### src/rtl/nand_sl_pkg.sv
package nand_sl_pkg;

    localparam int IDX_W = 16;

    localparam logic [1:0] XFER_MAIN  = 2'd0;
    localparam logic [1:0] XFER_SPARE = 2'd1;
    localparam logic [1:0] XFER_BOTH  = 2'd2;

    typedef enum logic [2:0] {
        ROLE_PAY  = 3'd0,
        ROLE_ECC0 = 3'd1,
        ROLE_MARK = 3'd2,
        ROLE_ECC1 = 3'd3,
        ROLE_FREE = 3'd4
    } role_e;

    typedef struct packed {
        role_e            role;
        logic [IDX_W-1:0] idx;
    } slot_t;

    // Map a physical offset to its role and its slot in the logical spare view.
    function automatic slot_t classify(input int off, input int step, input int ecc,
                                       input int main_b, input int mark);
        slot_t s;
        int e0_end;
        int mk_end;
        int p1_end;
        int e1_end;
        e0_end = step + ecc;
        mk_end = main_b + mark;
        p1_end = 2 * step + ecc + mark;
        e1_end = p1_end + ecc;
        s.role = ROLE_PAY;
        s.idx  = '0;
        if (off < step) begin
            s.role = ROLE_PAY;
        end else if (off < e0_end) begin
            s.role = ROLE_ECC0;
            s.idx  = IDX_W'(mark + off - step);
        end else if (off < main_b) begin
            s.role = ROLE_PAY;
        end else if (off < mk_end) begin
            s.role = ROLE_MARK;
            s.idx  = IDX_W'(off - main_b);
        end else if (off < p1_end) begin
            s.role = ROLE_PAY;
        end else if (off < e1_end) begin
            s.role = ROLE_ECC1;
            s.idx  = IDX_W'(mark + ecc + off - p1_end);
        end else begin
            s.role = ROLE_FREE;
            s.idx  = IDX_W'(mark + 2 * ecc + off - e1_end);
        end
        return s;
    endfunction

endpackage

### src/rtl/sl_xfer_ctl.sv
module sl_xfer_ctl
    import nand_sl_pkg::*;
#(
    parameter int MAIN_BYTES  = 2048,
    parameter int SPARE_BYTES = 64,
    localparam int TOTAL = MAIN_BYTES + SPARE_BYTES,
    localparam int OFF_W = $clog2(TOTAL + 1)
) (
    input  logic             clk,
    input  logic             rst,
    input  logic             start,
    input  logic [1:0]       mode,
    input  logic             accept,
    output logic             busy,
    output logic [OFF_W-1:0] off,
    output logic             start_ok,
    output logic             done,
    output logic             partial,
    output logic             err
);
    localparam logic [OFF_W-1:0] SPARE_BASE = OFF_W'(MAIN_BYTES);
    localparam logic [OFF_W-1:0] MAIN_LAST  = OFF_W'(MAIN_BYTES - 1);
    localparam logic [OFF_W-1:0] PAGE_LAST  = OFF_W'(TOTAL - 1);

    logic [1:0]       mode_q;
    logic [OFF_W-1:0] last_off;
    logic             at_last;

    assign start_ok = start && !busy;
    assign last_off = (mode_q == XFER_MAIN) ? MAIN_LAST : PAGE_LAST;
    assign at_last  = (off == last_off);

    always_ff @(posedge clk) begin
        if (rst) begin
            busy    <= 1'b0;
            off     <= '0;
            mode_q  <= XFER_BOTH;
            done    <= 1'b0;
            partial <= 1'b0;
            err     <= 1'b0;
        end else begin
            done <= 1'b0;
            if (start_ok) begin
                busy    <= 1'b1;
                mode_q  <= mode;
                off     <= (mode == XFER_SPARE) ? SPARE_BASE : '0;
                err     <= 1'b0;
                partial <= 1'b0;
            end else if (start) begin
                err <= 1'b1;
            end
            if (accept) begin
                off <= off + 1'b1;
                if (at_last) begin
                    busy    <= 1'b0;
                    done    <= 1'b1;
                    partial <= (mode_q == XFER_MAIN) || (mode_q == XFER_SPARE);
                end
            end
        end
    end

    p_err_on_busy_start_r7: assert property (@(posedge clk) disable iff (rst)
        (start && busy) |=> err);

    p_done_single_r6: assert property (@(posedge clk) disable iff (rst)
        done |=> !done);

    p_done_idle_r6: assert property (@(posedge clk) disable iff (rst)
        done |-> !busy);

    p_off_in_page_r2: assert property (@(posedge clk) disable iff (rst)
        busy |-> (off <= PAGE_LAST));

    p_spare_base_r4: assert property (@(posedge clk) disable iff (rst)
        (start_ok && mode == XFER_SPARE) |=> (off == SPARE_BASE));

    p_main_base_r5: assert property (@(posedge clk) disable iff (rst)
        (start_ok && mode == XFER_MAIN) |=> (off == '0 && busy));

endmodule

### src/rtl/sl_role_map.sv
module sl_role_map
    import nand_sl_pkg::*;
#(
    parameter int STEP_BYTES = 1024,
    parameter int ECC_BYTES  = 14,
    parameter int MAIN_BYTES = 2048,
    parameter int MARK_BYTES = 8,
    parameter int OFF_W      = 12
) (
    input  logic [OFF_W-1:0] off,
    output role_e            role,
    output logic [IDX_W-1:0] idx
);
    slot_t s;

    always_comb begin
        s    = classify(int'(off), STEP_BYTES, ECC_BYTES, MAIN_BYTES, MARK_BYTES);
        role = s.role;
        idx  = s.idx;
    end

endmodule

### src/rtl/sl_oob_gather.sv
module sl_oob_gather
    import nand_sl_pkg::*;
#(
    parameter int OOB_BYTES = 64
) (
    input  logic                   clk,
    input  logic                   rst,
    input  logic                   clear,
    input  logic                   wr_en,
    input  logic [IDX_W-1:0]       wr_idx,
    input  logic [7:0]             wr_data,
    output logic [OOB_BYTES*8-1:0] oob_flat
);
    for (genvar k = 0; k < OOB_BYTES; k++) begin : g_slot
        logic [7:0] byte_q;
        always_ff @(posedge clk) begin
            if (rst || clear) begin
                byte_q <= 8'h00;
            end else if (wr_en && wr_idx == IDX_W'(k)) begin
                byte_q <= wr_data;
            end
        end
        assign oob_flat[8*k +: 8] = byte_q;
    end

    p_idx_in_view_r3: assert property (@(posedge clk) disable iff (rst)
        wr_en |-> (int'(wr_idx) < OOB_BYTES));

    p_no_write_on_clear_r9: assert property (@(posedge clk) disable iff (rst)
        clear |-> !wr_en);

endmodule

### src/rtl/nand_syn_deint.sv
module nand_syn_deint
    import nand_sl_pkg::*;
#(
    parameter int STEP_BYTES  = 1024,
    parameter int ECC_BYTES   = 14,
    parameter int MAIN_BYTES  = 2048,
    parameter int SPARE_BYTES = 64,
    parameter int MARK_BYTES  = 8,
    localparam int TOTAL      = MAIN_BYTES + SPARE_BYTES,
    localparam int OFF_W      = $clog2(TOTAL + 1),
    localparam int FREE_BYTES = TOTAL - (2 * STEP_BYTES + 2 * ECC_BYTES + MARK_BYTES),
    localparam int OOB_BYTES  = MARK_BYTES + 2 * ECC_BYTES + FREE_BYTES
) (
    input  logic                   clk,
    input  logic                   rst,
    input  logic                   start,
    input  logic [1:0]             xfer_mode,
    input  logic                   in_valid,
    input  logic [7:0]             in_data,
    output logic                   in_ready,
    output logic                   dout_valid,
    output logic [7:0]             dout_data,
    input  logic                   dout_ready,
    output logic [OOB_BYTES*8-1:0] oob_bytes,
    output logic                   done,
    output logic                   partial,
    output logic                   err
);
    logic             busy;
    logic             start_ok;
    logic             accept;
    logic [OFF_W-1:0] off;
    role_e            role;
    logic [IDX_W-1:0] oob_idx;

    assign in_ready = busy && (!dout_valid || dout_ready);
    assign accept   = in_valid && in_ready;

    sl_xfer_ctl #(
        .MAIN_BYTES (MAIN_BYTES),
        .SPARE_BYTES(SPARE_BYTES)
    ) u_ctl (
        .clk     (clk),
        .rst     (rst),
        .start   (start),
        .mode    (xfer_mode),
        .accept  (accept),
        .busy    (busy),
        .off     (off),
        .start_ok(start_ok),
        .done    (done),
        .partial (partial),
        .err     (err)
    );

    sl_role_map #(
        .STEP_BYTES(STEP_BYTES),
        .ECC_BYTES (ECC_BYTES),
        .MAIN_BYTES(MAIN_BYTES),
        .MARK_BYTES(MARK_BYTES),
        .OFF_W     (OFF_W)
    ) u_map (
        .off (off),
        .role(role),
        .idx (oob_idx)
    );

    sl_oob_gather #(
        .OOB_BYTES(OOB_BYTES)
    ) u_oob (
        .clk     (clk),
        .rst     (rst),
        .clear   (start_ok),
        .wr_en   (accept && role != ROLE_PAY),
        .wr_idx  (oob_idx),
        .wr_data (in_data),
        .oob_flat(oob_bytes)
    );

    always_ff @(posedge clk) begin
        if (rst) begin
            dout_valid <= 1'b0;
            dout_data  <= 8'h00;
        end else if (accept && role == ROLE_PAY) begin
            dout_valid <= 1'b1;
            dout_data  <= in_data;
        end else if (dout_ready) begin
            dout_valid <= 1'b0;
        end
    end

    p_hold_on_stall_r8: assert property (@(posedge clk) disable iff (rst)
        (dout_valid && !dout_ready) |=> (dout_valid && $stable(dout_data)));

    p_no_payload_when_idle_r6: assert property (@(posedge clk) disable iff (rst)
        (!busy && !dout_valid) |=> !dout_valid);

    p_stall_blocks_input_r8: assert property (@(posedge clk) disable iff (rst)
        (dout_valid && !dout_ready) |-> !in_ready);

endmodule

### config.mk
export PLATFORM = sky130hd
export DESIGN_NAME = nand_syn_deint
export DESIGN_NICKNAME = d
export VERILOG_FILES = /design/src/rtl/nand_sl_pkg.sv /design/src/rtl/sl_xfer_ctl.sv /design/src/rtl/sl_role_map.sv /design/src/rtl/sl_oob_gather.sv /design/src/rtl/nand_syn_deint.sv
export SDC_FILE = /design/constraint.sdc
export NUM_CORES = 1
export LEC_CHECK = 0
export CAP_MARGIN = 5
export CORE_UTILIZATION = 40
export CTS_BUF_LIST = sky130_fd_sc_hd__clkbuf_8
export DETAILED_ROUTE_END_ITERATION = 12
export DONT_BUFFER_PORTS = 1
export PLACE_DENSITY = 0.55
export SLEW_MARGIN = 20
export SYNTH_ARGS = -nofsm -noshare
export SYNTH_HDL_FRONTEND = slang
export SYNTH_SLANG_ARGS = --single-unit
### constraint.sdc
create_clock -name clk -period 3.35 [get_ports clk]
set_input_delay 0.335 -clock clk [delete_from_list [all_inputs] [get_ports clk]]
set_output_delay 0.335 -clock clk [all_outputs]
set_load 0.01 [all_outputs]
======== Yosys cells after proc, flatten, opt, wreduce, memory -nomap -nowiden ========
Cells that the tools add are included.
cells by class
  reduce and logical (&&, ||, !) cells .... 82
  multiplexer cells ....................... 22
  $add $sub $neg .......................... 8
  magnitude comparators ................... 6
  equality and inequality tests ........... 66
  bitwise gates (word level) .............. 1
operator list
  operator                number
  $eq 16x6->1 const B     32
  $eq 16x5->1 const B     16
  $eq 16x4->1 const B     8
  $logic_and 1x1->1       69
  $eq 16x3->1 const B     4
  $mux 19                 3
  $lt 12x12->1 const B    4
  $mux 12                 4
  $mux 16                 3
  $eq 16x2->1 const B     2
  $sub 16x13->16 const B  2
  $lt 12x11->1 const B    2
  $eq 16x1->1 const B     1
  $logic_not 16->1        1
  $sub 16x12->16 const B  1
  $add 4x12->13 const A   1
  $add 5x12->13 const A   1
  $add 6x12->13 const A   1
  $sub 12x12->13 const B  1
  $add 12x1->12 const B   1
  $eq 12x12->1            1
  $mux 1                  9
  $mux 3                  3
  $eq 2x1->1 const B      2
  other kinds (8)         13
storage, ports and cells
  bits in registers ....................... 539
  output and inout port bits .............. 525

======== Logic depth before layout (Yosys ltp) ========
Gate-level depths: netlist of run 1.
  depth in word-level cells ............... 11
  mapped depth ............................ 18

======== Modules after synthesis ========
A second synthesis of run 1 with hierarchy kept.
second synthesis, totals
  cells, all modules ...................... 1956
  area, all modules ....................... 20812.5 µm²
by module, submodules not included
  module          times used  cells an instance  area an instance (µm²)
  sl_oob_gather   1           1753               19089.6
  sl_xfer_ctl     1           102                894.6
  nand_syn_deint  1           43                 440.4
  sl_role_map     1           58                 387.9

======== Least setup slack after synthesis of run 1 ========
OpenSTA, ideal clock, no wires.
  kind .................................... flip-flop to flip-flop
  from .................................... register u_ctl.off[1]
  to ...................................... register u_oob.g_slot[30].byte_q[7]
  clock period less this slack ............ 3.692 ns
  stages on the path, launching flop included .. 15
  data required time ...................... 3.278 ns
  arrival time ............................ 3.620 ns
  setup slack ............................. -0.342 ns
  cell sequence ........................... dfxtp_1 > clkbuf_1 > inv_1 > ha_1 > nor2b_1 > o21ai_0 > a22oi_2 > mux2i_1 > xor2_1 > o311a_1 > or3_1 > buf_4 > buf_6 > nor3_4 > mux2i_1
between the ends
  longest elaborated chain between the ends .. 10
  elaborated cells on any way between the ends .. 26
  those cells by class .................... add/sub: 7; order compare: 6; eq/ne: 1; mux: 9; reduce/logical: 3
ends and longest elaborated chain
  item                                              RTL line                                   text
  start, declared                                   sl_xfer_ctl.sv:15                          output logic [OFF_W-1:0] off,
  start signal, assigned                            sl_xfer_ctl.sv:46                          off <= (mode == XFER_SPARE) ? SPARE_BASE : '0;
  start signal, assigned                            sl_xfer_ctl.sv:53                          off <= off + 1'b1;
  $add 6x12->13, or another cell as far along       nand_sl_pkg.sv:53                          s.idx = IDX_W'(mark + 2 * ecc + off - e1_end);
  $sub 16x13->16, or another cell as far along      nand_sl_pkg.sv:53
  $mux 19 or $mux 3 (tied branches)                 nand_sl_pkg.sv:48, nand_sl_pkg.sv:46
  $mux 16 or $mux 19 (tied branches)                nand_sl_pkg.sv:46, nand_sl_pkg.sv:43
  $mux 19 or $mux 3 (tied branches)                 nand_sl_pkg.sv:43, nand_sl_pkg.sv:41
  $mux 16 or $mux 19 (tied branches)                nand_sl_pkg.sv:41, nand_sl_pkg.sv:38
  $mux 19 or $mux 3 (tied branches)                 nand_sl_pkg.sv:38, nand_sl_pkg.sv:36
  $mux 16 or $reduce_bool 3->1 (tied branches)      nand_sl_pkg.sv:36, nand_syn_deint.sv:74
  $eq 16x5->1 or $logic_and 1x1->1 (tied branches)  sl_oob_gather.sv:19, nand_syn_deint.sv:74
  $logic_and 1x1->1 (*)                             sl_oob_gather.sv:19                        end else if (wr_en && wr_idx == IDX_W'(k)) begin
  end signal, assigned                              sl_oob_gather.sv:20                        byte_q <= wr_data;
  end, declared                                     sl_oob_gather.sv:15                        logic [7:0] byte_q;
Every way passes the cells marked *; elsewhere a longest branch is shown, timed or not.
A chain may end at the register's enable or synchronous reset.

======== Worst setup path after layout of run 1 ========
  from .................................... register u_ctl.off[2]
  to ...................................... register u_oob.g_slot[28].byte_q[0]
between the ends
  longest elaborated chain between the ends .. 10
  elaborated cells on any way between the ends .. 26
  those cells by class .................... add/sub: 7; order compare: 6; eq/ne: 1; mux: 9; reduce/logical: 3
ends and longest elaborated chain
  item                                              RTL line
  $add 6x12->13, or another cell as far along       nand_sl_pkg.sv:53
  $sub 16x13->16, or another cell as far along      nand_sl_pkg.sv:53
  $mux 19 or $mux 3 (tied branches)                 nand_sl_pkg.sv:48, nand_sl_pkg.sv:46
  $mux 16 or $mux 19 (tied branches)                nand_sl_pkg.sv:46, nand_sl_pkg.sv:43
  $mux 19 or $mux 3 (tied branches)                 nand_sl_pkg.sv:43, nand_sl_pkg.sv:41
  $mux 16 or $mux 19 (tied branches)                nand_sl_pkg.sv:41, nand_sl_pkg.sv:38
  $mux 19 or $mux 3 (tied branches)                 nand_sl_pkg.sv:38, nand_sl_pkg.sv:36
  $mux 16 or $reduce_bool 3->1 (tied branches)      nand_sl_pkg.sv:36, nand_syn_deint.sv:74
  $eq 16x5->1 or $logic_and 1x1->1 (tied branches)  sl_oob_gather.sv:19, nand_syn_deint.sv:74
  $logic_and 1x1->1 (*)                             sl_oob_gather.sv:19
  end signal, assigned                              sl_oob_gather.sv:20
  end, declared                                     sl_oob_gather.sv:15
Marked as above.

==> results of run 1 <==
## timing repair
item | CTS | global route
buffers inserted | 6 | 10
pin swaps | 14 | 25
hold buffers | 17 | 0
gates cloned | 1 | 2
gates resized for setup | 56 | 100
setup endpoints to repair | 497 | 490
endpoints found under the hold margin | 51 | 0
## per-layer routing
| layer | GRT usage [%] | vias up | share of wire (%) |
|---|---|---|---|
| li1 | - | 7716 | - |
| met3 | 8.110 | 93 | 8.4 |
| met5 | 0 | - | 0 |
| met4 | 9.781 | 0 | 2.6 |
| met1 | 28.76 | 8111 | 40 |
| met2 | 41.61 | 550 | 49 |
## final timing paths
path,slack [ns],startpoint,end
worst min-delay path,0.08,in_valid,u_ctl.off[1]
worst min register to register,0.50,u_ctl.mode_q[0],u_ctl.mode_q[0]
worst max register to register,0.004,u_ctl.off[2],u_oob.g_slot[28].byte_q[0]
worst max-delay path,0.004,u_ctl.off[2],u_oob.g_slot[28].byte_q[0]
## power groups by stage
stage	clock network (W)	logic (W)	registers, W
floorplan	0	0.000247	0.00657
CTS	0.00606	0.000453	0.00643
finish	0.00592	0.000453	0.00643
detailed placement	0	0.000427	0.00657
global route	0.00637	0.000480	0.00643
global placement	0	0.000422	0.00657
## per-stage QoR
step	cells	total power (W)
floorplan	2168	0.006816
global placement	2913	0.006994
detailed placement	2913	0.006999
CTS	3100	0.01295
global route	3107	0.01327
finish	3107	0.01281
## cells in the mapped netlist, types with 7 or more instances
cell type,number
o21ai_0,12
o211ai_1,12
a21oi_1,30
nand4_1,12
inv_1,13
clkbuf_1,126
nor2_1,43
nor3_1,14
nor2_2,7
ha_1,12
xnor2_1,16
mux2i_1,520
or3_1,10
buf_2,27
nor2b_1,13
a211oi_1,7
nand2b_1,17
nor4_1,7
o21ai_1,12
nand3_1,19
dfxtp_1,539
nor2_4,21
nand2_1,561
## sequential cells by signal, summed over array words and instances (netlist names)
| name | flops |
|---|---|
| u_oob.g_slot.byte_q | 512 |
| u_ctl.off | 12 |
| dout_data | 8 |
| u_ctl.mode_q | 2 |
| dout_valid | 1 |
| u_ctl.busy | 1 |
| u_ctl.done | 1 |
| u_ctl.err | 1 |
| u_ctl.partial | 1 |
## worst min-delay path, delay by kind of cell
family | cells | cell delay, ns
compound gates | 1 | 0.07
simple gates | 2 | 0.32
## cell type report
type / instances / area share [%]
Clock buffer: 116 / 5.880
Inverter: 13 / 0.2166
Sequential cell: 539 / 39.80
Clock inverter: 47 / 0.9677
Timing Repair Buffer: 248 / 10.91
Multi-Input combinational cell: 1456 / 39.06
Tap cell: 688 / 3.170
## logic make-up (layout without fill, tap and decap cells)
kind of cell             Yosys count  after routing
AND/OR/NAND/NOR                  771            771
flip-flops                       539            539
multiplexers                     523            523
buffers and inverters            173            424
AO/OA/AOI/OAI                    128            128
XOR/XNOR                          22             22
adder cells (fa/ha/maj)           12             12
==> flow_metrics.py, run 1 <==
metrics = {
    "placement": {
        "gp_congestion": 0.8591,
        "placed_area_mm2": 0.02433,
        "place_ws_ns": -0.2254,
        "port_buffers": 0,
        "detailed_place_hpwl_mm": 46.99,
    },
    "critical_path": {
        "required_ns": 3.97,
        "crit_path_max_fanout": 8,
        "slowest_delay_ns": 0.48,
        "reg2reg_depth": 14,
        "startpoint_type": "flip-flop",
        "worst-setup-path-type": "flip-flop to flip-flop",
        "worst-path-buf-inv": 4,
        "crit_path_end_kind": "flip-flop",
        "crit_path_top_delay_cell": "or3_4",
        "cp.depth": 14,
        "crit_chain": "buf_6 > inv_8 > ha_4 > nor2b_4 > or3_4 > a22oi_2 > mux2i_1 > xor2_1 > o311a_1 > or3_4 > buf_12 > nor3_4 > buf_12 > mux2i_1",
        "cp_data_arrival_time_ns": 3.97,
        "cpLargestDelayFamily": "simple AND/OR/NAND/NOR gates",
    },
    "synthesis": {
        "syn_inst": 2168,
        "synth-compound-area-share_pct": 4.334,
        "yosysWarnings": 0,
        "synth_top_family_by_area": "multiplexers",
        "synthSimpleGateAreaFrac_pct": 16.18,
        "synthMuxAreaShare_pct": 24.39,
        "synthArstFlopShare_pct": 0,
        "ys_top_cells_by_area": "dfxtp_1 50%, mux2i_1 24%, nand2_1 9.8%",
        "synth_nets": 2195,
        "synth_area_mm2": 0.02148,
        "ys_seq_area_share_pct": 50.23,
        "yosys.area.top_type": "dfxtp_1",
        "synth-adder-area-share_pct": 0.6990,
        "ys_types": 75,
        "ys_seq_elements": 539,
        "synth_xor_area_share_pct": 0.8970,
        "synth-edff-count": 0,
        "postSynthAreaPerCell_um2": 9.908,
        "synth_top_area_share_pct": 50.23,
        "ys.flop_type": "dfxtp_1",
    },
    "timing": {
        "whs_ns": 0.08269,
        "slew_headroom_pct": 41.88,
        "worstMarginPinSlew_ns": 0.8697,
        "hold_violations": 0,
        "finalClockSkew_ns": 0.03247,
        "timing.final.crit_share_pct": 99.90,
        "finalMaxSlewViolations": 0,
        "rsz0062_at_grt": "yes",
        "setup_ws_ns": 0.003503,
        "clock.fmax_ghz": 0.2988,
        "min_period_ns": 3.346,
        "final.setup.tns_ns": 0,
        "setup_violations": 0,
    },
    "layout": {
        "fillCellCount": 4695,
        "syn_to_final_growth_pct": 26.40,
        "stdcell_area_mm2": 0.02715,
        "insertedDiodeCount": 0,
        "seqCellArea_mm2": 0.01081,
        "multiInputGateArea_mm2": 0.01061,
        "drive_gt1_share_pct": 21.54,
        "final_cell_mix": "538 x nand2_1, 533 x dfxtp_1, 518 x mux2i_1",
        "final_common_cell": "nand2_1",
        "nNetsFinal": 2375,
        "final_util_pct": 51.46,
    },
    "run_status": {
        "status": "finished with violations",
        "failed_checks": "DRC",
    },
    "power": {
        "internal-power_w": 0.009735,
        "p_switching_w": 0.003073,
        "sw_frac_of_total_pct": 23.99,
        "comb_power_share_pct": 3.5,
        "power.leakage_nw": 11.25,
        "power_frac_clock_pct": 46.3,
        "power_density_mw_per_mm2": 471.7,
        "p_seq_share_pct": 50.2,
        "vdd_ir_drop_max_uv": 290.2,
    },
    "routing": {
        "drt_iter0_drc": 848,
        "drt_pass1_iterations": 9,
        "wl_per_cell_um": 22.86,
        "postRouteAntennaNets": 0,
        "wirelength_mm": 71.04,
        "viasPerCell": 5.301,
        "remaining_drc_errors": 60,
        "vias": 16470,
    },
    "run": {
        "maxCapViolations": 0,
    },
    "floorplan": {
        "rows": 84,
        "ios": 540,
        "core_area_mm2": 0.05276,
        "start_util_pct": 40.71,
        "die_y_um": 233.7,
        "die-width_um": 233.7,
        "dieArea_mm2": 0.05463,
    },
    "global_route": {
        "grt_pass1_vias": 16290,
        "grt_antenna_before_repair": 0,
        "grt_pass1_wl_mm": 102.0,
        "grt_max_degree": 74,
        "gr-total-overflow": 0,
        "grt_use_total_pct": 24.66,
    },
    "clock_tree": {
        "cts_root_buf": "clkbuf_8",
        "clk_latency_ns": 0.68,
        "cts_buffer_depth": 3,
        "cts.sinks": 539,
        "h-tree-depth": 3,
        "path_clk_slew_ns": 0.06,
        "numCtsBuffers": 90,
        "cts_tree": "built",
    },
    "min_path": {
        "hold_class": "input pin to flip-flop",
        "min_path_cells": 3,
    },
}
Note: power is estimated with default switching activity, not from simulation.
==> run 2: changes to the inputs <==
--- a/config.mk
+++ b/config.mk
@@ -6,12 +6,13 @@
 export NUM_CORES = 1
 export LEC_CHECK = 0
 export CAP_MARGIN = 5
-export CORE_UTILIZATION = 40
+export CORE_UTILIZATION = 34
 export CTS_BUF_LIST = sky130_fd_sc_hd__clkbuf_8
 export DETAILED_ROUTE_END_ITERATION = 12
 export DONT_BUFFER_PORTS = 1
-export PLACE_DENSITY = 0.55
+export PLACE_DENSITY = 0.49
 export SLEW_MARGIN = 20
 export SYNTH_ARGS = -nofsm -noshare
 export SYNTH_HDL_FRONTEND = slang
+export SYNTH_HIERARCHICAL = 1
 export SYNTH_SLANG_ARGS = --single-unit
==> flow_metrics.py, run 2 <==
metrics = {
    "run_status": {
        "status": "finished clean",
    },
    "layout": {
        "final_util_pct": 41.03,
        "nNetsFinal": 2072,
        "final_common_cell": "dfxtp_1",
        "drive_gt1_share_pct": 16.89,
        "final_cell_mix": "538 x dfxtp_1, 527 x nand2_1, 521 x mux2i_1",
        "reg.largest.list": "u_oob/g_slot.byte_q: 512 flops, u_ctl/off: 12 flops, dout_data: 8 flops",
        "stdcell_area_mm2": 0.02481,
        "insertedDiodeCount": 0,
        "syn_to_final_growth_pct": 19.22,
        "final_cells": 2908,
        "largest_reg_flops": 512,
        "top_register": "u_oob/g_slot.byte_q",
    },
    "timing": {
        "setup_ws_ns": 0.03287,
        "whs_ns": 0.1357,
        "slew_headroom_pct": 25.75,
        "rsz0062_at_grt": "yes",
        "timing.final.crit_share_pct": 99.02,
        "worstMarginPinSlew_ns": 1.114,
        "finalClockSkew_ns": 0.04416,
        "min_period_ns": 3.317,
        "hold_violations": 0,
        "setup_violations": 0,
        "clock.fmax_ghz": 0.3015,
        "finalMaxSlewViolations": 0,
    },
    "global_route": {
        "grt_use_total_pct": 21.52,
        "grt_max_degree": 158,
        "gr-total-overflow": 0,
        "grt_pass1_wl_mm": 100.8,
        "grt_antenna_before_repair": 0,
        "grt_pass1_vias": 14806,
    },
    "placement": {
        "detailed_place_hpwl_mm": 44.90,
        "gp_congestion": 0.8450,
        "placed_area_mm2": 0.02221,
        "port_buffers": 0,
        "place_ws_ns": -0.1317,
        "dp.cells": 2695,
    },
    "floorplan": {
        "ios": 540,
        "start_util_pct": 34.42,
        "die_y_um": 249.4,
        "dieArea_mm2": 0.06221,
        "die-width_um": 249.4,
        "core_area_mm2": 0.06047,
        "rows": 90,
    },
    "synthesis": {
        "synth_xor_area_share_pct": 0,
        "synth-compound-area-share_pct": 1.359,
        "ys_types": 62,
        "synthMuxAreaShare_pct": 25.27,
        "synth_area_mm2": 0.02081,
        "ys_seq_elements": 539,
        "synth_top_area_share_pct": 51.85,
        "synth-adder-area-share_pct": 0.1202,
        "ys.flop_type": "dfxtp_1",
        "postSynthAreaPerCell_um2": 10.64,
        "synthSimpleGateAreaFrac_pct": 18.47,
        "ys_top_cells_by_area": "dfxtp_1 52%, mux2i_1 25%, nand2_1 9.6%",
        "synthMostInstantiatedCell": "dfxtp_1",
        "synth_top_family_by_area": "multiplexers",
        "synth-edff-count": 0,
        "ys_seq_area_share_pct": 51.85,
        "yosys.area.top_type": "dfxtp_1",
        "synthArstFlopShare_pct": 0,
        "synthTopCellsByCount": "539 x dfxtp_1, 535 x nand2_1, 522 x mux2i_1, 114 x clkbuf_1, 40 x nand2_8",
        "syn_inst": 1956,
        "yosysWarnings": 6,
    },
    "critical_path": {
        "worst-setup-path-type": "flip-flop to flip-flop",
        "cp_data_arrival_time_ns": 3.83,
        "required_ns": 3.86,
        "reg2reg_depth": 11,
        "startpoint_type": "flip-flop",
        "crit_path_max_fanout": 8,
        "crit_path_end_kind": "flip-flop",
    },
    "clock_tree": {
        "clk_latency_ns": 0.69,
        "cts_root_buf": "clkbuf_8",
        "numCtsBuffers": 93,
        "h-tree-depth": 3,
        "cts_tree": "built",
        "cts.sinks": 539,
        "cts_buffer_depth": 3,
        "path_clk_slew_ns": 0.06,
    },
    "routing": {
        "remaining_drc_errors": 0,
        "postRouteAntennaNets": 0,
        "drt_iter0_drc": 773,
        "wl_per_cell_um": 23.83,
        "viasPerCell": 4.982,
        "wirelength_mm": 69.30,
        "vias": 14487,
        "drt_pass1_iterations": 5,
    },
    "min_path": {
        "min_path_cells": 3,
        "hold_class": "input pin to flip-flop",
    },
    "run": {
        "maxCapViolations": 0,
    },
    "power": {
        "vdd_ir_drop_max_uv": 283.1,
        "power.leakage_nw": 12.33,
        "power_density_mw_per_mm2": 511.5,
    },
}
-- run 2: per-layer routing --
metal	GRT usage [%]	vias to the layer above	wire length [um]
met4	6.702	0	1344
met3	8.041	82	6215
met5	0	-	0
li1	-	6767	-
met2	36.06	501	33290
met1	25.38	7137	28460
-- run 2: cell type report --
cell class | count | area (um2)
clock buffers | 110 | 1514
clock inverters | 56 | 291.5
flip-flops and latches | 539 | 10790
fillers | 5872 | 35660
multi-input cells | 1289 | 9728
inverters | 3 | 11.26
well taps | 782 | 978.4
repair buffers | 129 | 1498
-- run 2: metrics by stage --
step	total power [W]	setup TNS, ns
6_report	0.01269	0
4_1_cts	0.01289	-0.01396
3_3_place_gp	0.006990	-0.4714
2_1_floorplan	0.006828	0
3_5_place_dp	0.006994	-1.154
5_1_grt	0.01321	-4.529
-- run 2: critical path, cell delays in order, from the launching register on --
cell       delay, ns
dfxtp_2         0.32
or4_4           0.59
o41ai_4         0.37
o2bb2ai_4       0.19
nor3_2          0.07
or4_4           0.52
buf_8           0.16
nor3_4          0.30
clkbuf_16       0.24
buf_4           0.14
nand2_8         0.09
mux2i_1         0.14
-- run 2: worst paths after layout --
check / slack (ns) / startpoint / to
worst max-delay path: 0.03 / u_ctl/off[9] / u_oob/g_slot[53].byte_q[7]
worst min-delay path: 0.14 / start / u_ctl/off[9]
worst max register to register: 0.03 / u_ctl/off[9] / u_oob/g_slot[53].byte_q[7]
worst min register to register: 0.50 / u_ctl/mode_q[0] / u_ctl/mode_q[0]
-- run 2: what timing repair did --
action / CTS / global route
hold endpoints to repair: 43 / 0
setup buffers: 4 / 24
pin swaps: 0 / 15
hold buffers: 15 / 0
gates cloned: 0 / 4
setup endpoints to repair: 45 / 409
resized for setup: 9 / 41
-- run 2: cell families (layout without fill, tap and decap cells) --
family / count (synthesis) / in the layout
AOI/OAI and AO/OA: 39 / 39
adders and majority gates: 2 / 2
buffers and inverters: 132 / 298
DFF: 539 / 539
muxes: 525 / 525
other: 1 / 5
and+or+nand+nor: 718 / 718
-- run 2: power by group --
group / switching, W / internal (W)
Clock: 0.00274 / 0.00307
Combinational: 0.000345 / 0.0000983
Sequential: 0.0000158 / 0.00642
